<file path="config.mk">
export PLATFORM = sky130hd
export DESIGN_NAME = spi_reg_engine
export DESIGN_NICKNAME = d
export VERILOG_FILES = /design/src/rtl/spi_reg_pkg.sv /design/src/rtl/spi_sync.sv /design/src/rtl/spi_edge_pick.sv /design/src/rtl/spi_bit_engine.sv /design/src/rtl/spi_reg_engine.sv
export SDC_FILE = /design/constraint.sdc
export NUM_CORES = 1
export LEC_CHECK = 0
export BUFFER_PORTS_ARGS = -buffer_cell sky130_fd_sc_hd__buf_2
export CORE_MARGIN = 4
export CORE_UTILIZATION = 43
export CTS_CLUSTER_DIAMETER = 50
export CTS_CLUSTER_SIZE = 16
export DETAILED_ROUTE_END_ITERATION = 10
export PLACE_DENSITY = 0.61
export SYNTH_ARGS = -nofsm -noshare
export SYNTH_HDL_FRONTEND = slang
export SYNTH_SLANG_ARGS = --single-unit
</file>
<file path="constraint.sdc">
create_clock -name clk -period 2.3 [get_ports clk]
set_input_delay 0.23 -clock clk [delete_from_list [all_inputs] [get_ports clk]]
set_output_delay 0.23 -clock clk [all_outputs]
set_load 0.05 [all_outputs]
</file>
<file path="src/rtl/spi_reg_pkg.sv">
package spi_reg_pkg;

  // Phase of the current chip-select frame
  typedef enum logic [1:0] {
    PH_CMD   = 2'd0,
    PH_WRITE = 2'd1,
    PH_READ  = 2'd2,
    PH_HALT  = 2'd3
  } phase_e;

  // Settings captured at the start of a frame
  typedef struct packed {
    logic cpol;
    logic cpha;
    logic auto_inc;
  } link_cfg_t;

endpackage

</file>
<file path="src/rtl/spi_sync.sv">
module spi_sync #(
  parameter int              WIDTH     = 1,
  parameter int              STAGES    = 2,
  parameter logic [WIDTH-1:0] RESET_VAL = '0
) (
  input  logic             clk,
  input  logic             rst_n,
  input  logic [WIDTH-1:0] din,
  output logic [WIDTH-1:0] dout
);

  for (genvar s = 0; s < STAGES; s++) begin : g_stage
    logic [WIDTH-1:0] q;
    if (s == 0) begin : g_first
      always_ff @(posedge clk or negedge rst_n) begin
        if (!rst_n) q <= RESET_VAL;
        else        q <= din;
      end
    end else begin : g_next
      always_ff @(posedge clk or negedge rst_n) begin
        if (!rst_n) q <= RESET_VAL;
        else        q <= g_stage[s-1].q;
      end
    end
  end

  assign dout = g_stage[STAGES-1].q;

endmodule

</file>
<file path="src/rtl/spi_edge_pick.sv">
module spi_edge_pick #(
  parameter logic RESET_VAL = 1'b0
) (
  input  logic clk,
  input  logic rst_n,
  input  logic level,
  input  logic pol,   // 0: leading edge is rising, 1: leading edge is falling
  output logic lead,
  output logic trail
);

  logic prev;
  logic rise, fall;

  always_ff @(posedge clk or negedge rst_n) begin
    if (!rst_n) prev <= RESET_VAL;
    else        prev <= level;
  end

  assign rise  = level & ~prev;
  assign fall  = ~level & prev;
  assign lead  = pol ? fall : rise;
  assign trail = pol ? rise : fall;

endmodule

</file>
<file path="src/rtl/spi_bit_engine.sv">
module spi_bit_engine #(
  parameter int BYTE_W = 8
) (
  input  logic              clk,
  input  logic              rst_n,
  input  logic              active,
  input  logic              sample,
  input  logic              launch,
  input  logic              mosi_s,
  input  logic              load,
  input  logic [BYTE_W-1:0] load_byte,
  output logic              miso,
  output logic              byte_done,
  output logic [BYTE_W-1:0] rx_byte
);

  localparam int CNT_W = $clog2(BYTE_W);
  localparam logic [CNT_W-1:0] LAST_BIT = CNT_W'(BYTE_W - 1);

  logic [CNT_W-1:0]  bit_cnt;
  logic [BYTE_W-1:0] rx_sh, tx_sh;

  always_ff @(posedge clk or negedge rst_n) begin
    if (!rst_n) begin
      bit_cnt   <= '0;
      rx_sh     <= '0;
      tx_sh     <= '0;
      miso      <= 1'b0;
      byte_done <= 1'b0;
    end else if (!active) begin
      // frame closed or aborted: a partial byte is simply dropped
      bit_cnt   <= '0;
      rx_sh     <= '0;
      tx_sh     <= '0;
      miso      <= 1'b0;
      byte_done <= 1'b0;
    end else begin
      byte_done <= 1'b0;
      if (sample) begin
        rx_sh   <= {rx_sh[BYTE_W-2:0], mosi_s};
        bit_cnt <= bit_cnt + 1'b1;
        if (bit_cnt == LAST_BIT) byte_done <= 1'b1;
      end
      if (launch) begin
        miso  <= tx_sh[BYTE_W-1];
        tx_sh <= {tx_sh[BYTE_W-2:0], 1'b0};
      end
      if (load) tx_sh <= load_byte;
    end
  end

  assign rx_byte = rx_sh;

  AST_ONE_BYTE_PULSE: assert property (@(posedge clk) disable iff (!rst_n)
    byte_done |=> !byte_done);

  AST_MISO_QUIET: assert property (@(posedge clk) disable iff (!rst_n)
    (!active && $past(!active)) |-> !miso);

endmodule

</file>
<file path="src/rtl/spi_reg_engine.sv">
module spi_reg_engine
  import spi_reg_pkg::*;
#(
  parameter int ADDR_W      = 7,
  parameter int SYNC_STAGES = 2
) (
  input  logic              clk,
  input  logic              rst_n,
  input  logic              sclk,
  input  logic              cs_n,
  input  logic              mosi,
  output logic              miso,
  input  logic              cfg_cpol,
  input  logic              cfg_cpha,
  input  logic              cfg_auto_inc,
  output logic [ADDR_W-1:0] rd_addr,
  input  logic [ADDR_W:0]   rd_data,
  output logic              wr_valid,
  output logic [ADDR_W-1:0] wr_addr,
  output logic [ADDR_W:0]   wr_data
);

  localparam int BYTE_W = ADDR_W + 1;
  // lanes: [2] chip select (idle high), [1] sclk, [0] mosi
  localparam logic [2:0] LANE_RST = 3'b100;

  logic [2:0]        lane_lvl;
  logic              frame_start, frame_end;
  logic              sck_lead, sck_trail;
  logic              active, sample, launch;
  link_cfg_t         link;
  phase_e            phase;
  logic [ADDR_W-1:0] cur_addr;
  logic              load_req;
  logic              byte_done;
  logic [BYTE_W-1:0] rx_byte;

  spi_sync #(.WIDTH(3), .STAGES(SYNC_STAGES), .RESET_VAL(LANE_RST)) u_sync (
    .clk  (clk),
    .rst_n(rst_n),
    .din  ({cs_n, sclk, mosi}),
    .dout (lane_lvl)
  );

  spi_edge_pick #(.RESET_VAL(1'b1)) u_cs_edge (
    .clk  (clk),
    .rst_n(rst_n),
    .level(lane_lvl[2]),
    .pol  (1'b1),
    .lead (frame_start),
    .trail(frame_end)
  );

  spi_edge_pick #(.RESET_VAL(1'b0)) u_sck_edge (
    .clk  (clk),
    .rst_n(rst_n),
    .level(lane_lvl[1]),
    .pol  (link.cpol),
    .lead (sck_lead),
    .trail(sck_trail)
  );

  assign active = ~lane_lvl[2];
  assign sample = active & (link.cpha ? sck_trail : sck_lead);
  assign launch = active & (link.cpha ? sck_lead  : sck_trail);

  // mode and auto-increment are frozen for the whole frame
  always_ff @(posedge clk or negedge rst_n) begin
    if (!rst_n)           link <= '0;
    else if (frame_start) link <= '{cpol: cfg_cpol, cpha: cfg_cpha, auto_inc: cfg_auto_inc};
  end

  spi_bit_engine #(.BYTE_W(BYTE_W)) u_bits (
    .clk      (clk),
    .rst_n    (rst_n),
    .active   (active),
    .sample   (sample),
    .launch   (launch),
    .mosi_s   (lane_lvl[0]),
    .load     (load_req),
    .load_byte(rd_data),
    .miso     (miso),
    .byte_done(byte_done),
    .rx_byte  (rx_byte)
  );

  always_ff @(posedge clk or negedge rst_n) begin
    if (!rst_n) begin
      phase    <= PH_CMD;
      cur_addr <= '0;
      load_req <= 1'b0;
      wr_valid <= 1'b0;
      wr_addr  <= '0;
      wr_data  <= '0;
    end else if (frame_end) begin
      phase    <= PH_CMD;
      load_req <= 1'b0;
      wr_valid <= 1'b0;
    end else begin
      load_req <= 1'b0;
      wr_valid <= 1'b0;
      if (byte_done) begin
        unique case (phase)
          PH_CMD: begin
            cur_addr <= rx_byte[ADDR_W-1:0];
            if (rx_byte[BYTE_W-1]) begin
              phase    <= PH_READ;
              load_req <= 1'b1;
            end else begin
              phase <= PH_WRITE;
            end
          end
          PH_WRITE: begin
            wr_valid <= 1'b1;
            wr_addr  <= cur_addr;
            wr_data  <= rx_byte;
            if (link.auto_inc) cur_addr <= cur_addr + 1'b1;
          end
          PH_READ: begin
            if (rx_byte == '0) begin
              phase <= PH_HALT;
            end else begin
              cur_addr <= link.auto_inc ? cur_addr + 1'b1 : rx_byte[ADDR_W-1:0];
              load_req <= 1'b1;
            end
          end
          default: ;
        endcase
      end
    end
  end

  assign rd_addr = cur_addr;

  // write history within a frame, kept only for the checks below
  logic [ADDR_W-1:0] prev_wr_addr;
  logic              wr_seen;
  always_ff @(posedge clk or negedge rst_n) begin
    if (!rst_n) begin
      prev_wr_addr <= '0;
      wr_seen      <= 1'b0;
    end else if (frame_end) begin
      wr_seen <= 1'b0;
    end else if (wr_valid) begin
      prev_wr_addr <= wr_addr;
      wr_seen      <= 1'b1;
    end
  end

  AST_WR_SINGLE: assert property (@(posedge clk) disable iff (!rst_n)
    wr_valid |=> !wr_valid);

  AST_WR_STEP: assert property (@(posedge clk) disable iff (!rst_n)
    (wr_valid && wr_seen && link.auto_inc) |-> (wr_addr == ADDR_W'(prev_wr_addr + 1'b1)));

  AST_WR_FIXED: assert property (@(posedge clk) disable iff (!rst_n)
    (wr_valid && wr_seen && !link.auto_inc) |-> (wr_addr == prev_wr_addr));

  AST_LINK_HOLD: assert property (@(posedge clk) disable iff (!rst_n)
    (active && $past(active) && $past(active, 2)) |-> $stable(link));

  AST_WR_IN_FRAME: assert property (@(posedge clk) disable iff (!rst_n)
    wr_valid |-> active);

endmodule

</file>
# == After elaboration in Yosys (flattened, before gate mapping) ==
# Index checks and enable logic that the tools add are counted.
# totals
regBits,58
input_bits,16
elab_cells,81
# classes
addsub,2
eq_ne,6
n_mux,33
bitwise,11
reduce_logical,11
# op_table
operator,n
$mux W8,5
$mux W7,3
$pmux W7 S3,1
$mux W1,16
$reduce_bool A3 Y1,3
$logic_not A8 Y1,1
$mux W2,4
$add A7 B1 Y7 const B,1
$and A1 B1 Y1,6
$mux W3,2
$reduce_and A3 Y1,2
$reduce_bool A2 Y1,3
$not A1 Y1,5
$reduce_and A5 Y1,1
$ne A2 B2 Y1 const B,2
$pmux W2 S2,1
$add A3 B1 Y3 const B,1
$eq A3 B3 Y1 const B,1
$ne A3 B3 Y1 const B,1
$eq A2 B1 Y1 const B,1
$eq A2 B2 Y1 const B,1
$logic_not A2 Y1,1
$pmux W1 S2,1

# == Depth between registers and ports, before layout ==
# logic_depth
depth_word,8
depth_mapped,7
mapped_depth_nobuf,6

# == Hierarchy ==
# Synthesis repeated with hierarchy kept, for this count alone.
# unflattened
hier_cells,215
hier_area_um2,2757.6
# by_module_without_submodules
mod,instances,cells_each,area_per_inst_um2,seq_area_each_um2
spi_reg_engine,1,122,1465.2,725.7
spi_bit_engine,1,77,1021.0,525.5
spi_sync,1,6,152.6,152.6
spi_edge_pick at u_cs_edge,1,5,60.1,26.3
spi_edge_pick at u_sck_edge,1,5,58.8,25.0

# == Worst setup path before layout ==
# OpenSTA, ideal clock, no wires.
# synth_path
kind,reg-to-reg
start,reg u_bits.rx_sh[1] (netlist: u_bits.rx_byte[1])
end,reg cur_addr[0] (netlist: rd_addr[0])
setup_ps,125
arrival_ps,1771
required_ps,2175
setup_slack_ps,403
stages_incl_launch_ff,6
n_path_buf,1
period_less_slack_ps,1897
cell_sequence,dfrtp_1 or4_1 or3_1 buf_6 nand2_4 mux2_4
# synth_between
elab_chain_cells,3
# synth_rtl
element,line,rtl
"start, declared",spi_bit_engine.sv:21,"logic [BYTE_W-1:0] rx_sh, tx_sh;"
"start signal, assigned",spi_bit_engine.sv:40,"rx_sh <= {rx_sh[BYTE_W-2:0], mosi_s};"
$logic_not A8 Y1,spi_reg_engine.sv:120,if (rx_byte == '0) begin
$ne A2 B2 Y1 (no line),n/a,
$reduce_and A5 Y1 (no line),n/a,
"end signal, assigned",spi_reg_engine.sv:105,cur_addr <= rx_byte[ADDR_W-1:0];
"end signal, assigned",spi_reg_engine.sv:117,if (link.auto_inc) cur_addr <= cur_addr + 1'b1;
"end signal, assigned",spi_reg_engine.sv:123,cur_addr <= link.auto_inc ? cur_addr + 1'b1 : rx_byte[ADDR_W-1:0];
"end, declared",spi_reg_engine.sv:33,logic [ADDR_W-1:0] cur_addr;
# No other way between the ends.
# A chain may end at the register's enable or synchronous reset.

# == Final worst setup path ==
# Same ends and word-level chain as after synthesis.

==> summary.txt <==
Run status
  – Status: finished clean

Worst setup path
  – Arrival time at the worst endpoint: 2230 ps
  – CP max FO: 8
  – Setup crit end kind: flip-flop
  – Worst path required time: 2510 ps
  – Critical path buffers and inverters: 0
  – Critical path class: reg2reg
  – CP peak stage delay: 540 ps
  – Critical path's top delay family: simple AND/OR/NAND/NOR gates
  – Startpoint Class: flip-flop
  – Worst path cell trace: or4_1 > or3_1 > nand2_4 > mux2_4
  – Cell with the largest stage delay on the worst path: or4_1

Synth
  – Avg Synthesized Cell Area: 12.1 sq um
  – Ys flop type: dfrtp_1
  – Share of synthesized flip-flops with an asynchronous set or reset: 100%
  – Area of the mapped netlist: about 0.0026 sq mm
  – Share of synthesized area occupied by flip-flops and latches: between 50% and 60%
  – Cell types with the largest area share after synthesis: dfrtp_1 53%, mux2_2 7.4%, mux2i_1 4.3%, dfstp_2 3.0%, ha_1 2.9%
  – Count of different cell masters after synthesis: 43
  – Synth warn: 0
  – Largest area contributor in the netlist: dfrtp_1
  – Flip-flop and latch count after synthesis: 58
  – Synthesized Nets: 236
  – Count of mapped cells out of synthesis: ~210
  – Top-area cell type share of the netlist area: between 50% and 60%
  – Number of synthesized flops with an enable pin: 0

Clock tree
  – Clk slew on worst S/H paths: 60 ps
  – Count of clock tree sinks: 58
  – Insertion delay to the later sink of the worst-skew pair: 330 ps
  – H-tree Lvls: 3
  – Worst-case clock buffer depth: 2
  – Cell chosen for the clock root: clkbuf_8
  – Number of buffers added by the clock tree synthesis step: 9
  – TritonCTS clock tree: done
  – Setup Buffers After CTS: 0

Global route
  – Most Crowded Layer GR: met1
  – First-pass GRT wire length: 8610 um
  – Global routing usage on met2: 21.0%
  – Grt total ovfl: 0
  – Antenna violations before repair: 0
  – Total GRT Usage: 15.3%
  – GR met3 Demand/Resource: 4.71%
  – Met1 track utilization from global routing: a little over a fifth
  – Vias in the first global route: 1788
  – Maximum number of pins on one net before global-route repair: 31

Finish
  – Area taken by flip-flops and latches: 0.00146 sq mm
  – Net total in the final layout: 287
  – Filler Cell Count: slightly above 500
  – Area growth from synthesis to layout: 21.0%
  – Area of the multi-input gates: about 0.0011 sq mm
  – Fraction of final layout cells sized beyond drive strength 1: 30.0%
  – N_diodes: 0

STA
  – Maximum operating frequency: ~500 MHz
  – Final slew viol count: 0
  – Slew at the pin with the worst max-slew slack: 685 ps
  – Number of failing hold endpoints at the final stage: 0
  – Aggregate negative setup slack: 0 ps
  – Max-Slew Margin vs Limit: 54.3%
  – Hold Slack: 114 ps
  – Clock tree skew after final layout: 5.84 ps
  – Final setup fails: 0
  – Unrepaired setup endpoints after global routing: no
  – Period utilisation layout: 87.8%
  – Post-layout minimum cycle time: 2020 ps

Placement
  – Gp weighted congestion: 0.885
  – Port-buffer cells: 39
  – Total half-perimeter wirelength after legalization and detailed placement: 3480 um

Drt
  – Total DRC errors in the routed layout: 0
  – Routed len/inst: 14.6 um
  – 1st-pass router iterations: 4
  – Routed wire length: roughly 5000 um
  – Post-route antenna net violation count: 0
  – Total vias in the final route: 1781
  – Drt initial violations: 130
  – Number of vias per cell after detailed routing: 5.21

Floorplanning
  – Die width: between 80 and 90 um
  – Area of the core region: 0.00568 sq mm
  – Row cnt: 27
  – Die Outline Area: about 0.0073 sq mm
  – Height of the die: 85.5 um
  – Starting Density: 45.5%
  – Ports placed on the boundary: 40

Flow run
  – Count of maximum capacitance violations: 0

Worst hold path
  – Class of the tightest hold or removal check: in2reg

Power and ir drop
  – Fraction of power spent switching nets: 21.5%
  – Internal power consumption: 1.70 mW
  – Part of the power in registers: 49.1%
  – Relative contribution of the clock network to total power: between 40 and 50%
  – Worst-case vdd ir drop: 0.000395 V
  – Leakage Power: 1.62 nW
  – Sw Pwr: 467 uW
  – Power per unit of standard cell area: 694 mW/mm^2
  – Overall power of the completed layout: 2.17 mW
  – Share of power burned in combinational logic: 6.7%
sequential cells by signal, summed over array words and instances, names as in the netlist:
name	count
u_sck_edge.prev	1
u_bits.bit_cnt	3
wr_addr	7
u_bits.miso	1
u_sync.dout	3
phase	2
u_bits.rx_byte	8
wr_data	8
wr_valid	1
u_sync.g_stage.q	3
u_bits.byte_done	1
u_cs_edge.prev	1
u_bits.tx_sh	8
load_req	1
rd_addr	7
link	3
synthesized netlist by cell type (2+ instances only):
library cell,count
nor4bb_1,7
mux2_2,17
dfstp_2,3
mux2i_1,11
nor2b_1,4
dfrtp_1,55
o21ai_0,6
a21oi_1,4
nor2_1,17
a211o_1,7
nand2b_1,2
clkbuf_1,3
or4_1,2
o2bb2ai_1,5
a31oi_1,2
or3_1,2
buf_2,3
a22oi_1,4
nand2_1,8
a32oi_1,2
inv_1,8
and2_1,6
o211ai_1,3
nand3_1,8
nor3_1,2
ha_1,6
layer usage:
metal,share of wire [%],vias up
met5,0,-
li1,-,878
met1,51,855
met2,42,38
met4,2.6,0
met3,4.9,10
cell usage in the layout (no fill, tap or decap), types with 2 or more instances in the layout:
cell,n
and2_1,6
ha_1,6
a22oi_1,4
dfrtp_1,55
a31oi_1,2
mux2_2,17
or3_1,2
a21oi_1,4
o211ai_1,3
clkbuf_1,2
nand3_1,8
o2bb2ai_1,5
dfstp_2,3
inv_1,8
a32oi_1,2
nor4bb_1,7
mux2i_1,11
a211o_1,7
buf_4,4
or4_1,2
nand2b_1,2
o21ai_0,6
nor2b_1,4
buf_2,39
clkbuf_8,12
nand2_1,8
dlygate4sd3_1,4
nor2_1,17
nor3_1,2
final cells by class:
cell class              count  share of cell area [%]
clock buffers              14                    5.52
clock inverters             2                    1.12
inverters                   8                   0.960
multi-input cells         140                    33.9
flip-flops and latches     58                    46.5
well taps                  72                    2.88
repair buffers             48                    9.12
worst register-to-register path, delay by kind of cell, from the launching register on:
family | cells | cell delay [ps]
flip-flops | 1 | 420
multiplexers | 1 | 300
AND/OR/NAND/NOR | 3 | 1190
repair_timing:
action                                 in CTS  in global routing
setup endpoints to repair                   0                  0
endpoints found under the hold margin      30                  0
hold buffers                                4                  0
gates resized for setup                     0                  0
kinds of logic (layout without fill, tap and decap cells):
| kind of cell | after synthesis | after routing | synth area share, % |
|---|---|---|---|
| adders and majority gates | 6 | 6 | 2.90 |
| buffers and inverters | 16 | 72 | 2.76 |
| xor gates and xnor gates | 2 | 2 | 0.678 |
| muxes | 29 | 29 | 12.2 |
| and+or+nand+nor | 64 | 64 | 14.1 |
| AOI/OAI and AO/OA | 39 | 39 | 11.0 |
| DFF | 58 | 58 | 56.3 |
power groups by stage:
stage	clock network [mW]	registers [mW]	logic (mW)
6_report	0.960	1.06	0.146
4_1_cts	0.993	1.07	0.149
3_3_place_gp	0	1.08	0.142
5_1_grt	1.05	1.07	0.163
3_5_place_dp	0	1.08	0.144
2_1_floorplan	0	1.08	0.0855
through the flow:
stage          setup slack [ps]  instances  area (sq um)  util [%]
6_report                    280        342          3130      55.1
5_1_grt                     207        342          3130      55.1
4_1_cts                     279        342          3130      55.1
3_5_place_dp                288        322          2880      50.7
3_3_place_gp                314        322          2880      50.7
2_1_floorplan               403        214          2580         -
worst paths after layout:
| check | cells past startpoint | slack [ps] | endpoint | startpoint |
|---|---|---|---|---|
| setup / recovery | 4 | 280 | rd_addr[0] | u_bits.rx_byte[1] |
| hold / removal | 3 | 110 | u_bits.tx_sh[0] | rd_data[0] |
| setup reg to reg | 4 | 280 | rd_addr[0] | u_bits.rx_byte[1] |
| hold reg to reg | 0 | 340 | u_sync.dout[0] | u_sync.g_stage[0].q[0] |
| max in group asynchronous | 3 | 1170 | u_cs_edge.prev | rst_n |
| min in group asynchronous | 2 | 480 | u_bits.tx_sh[0] | rst_n |
Note: power is estimated with default switching activity, not from simulation.
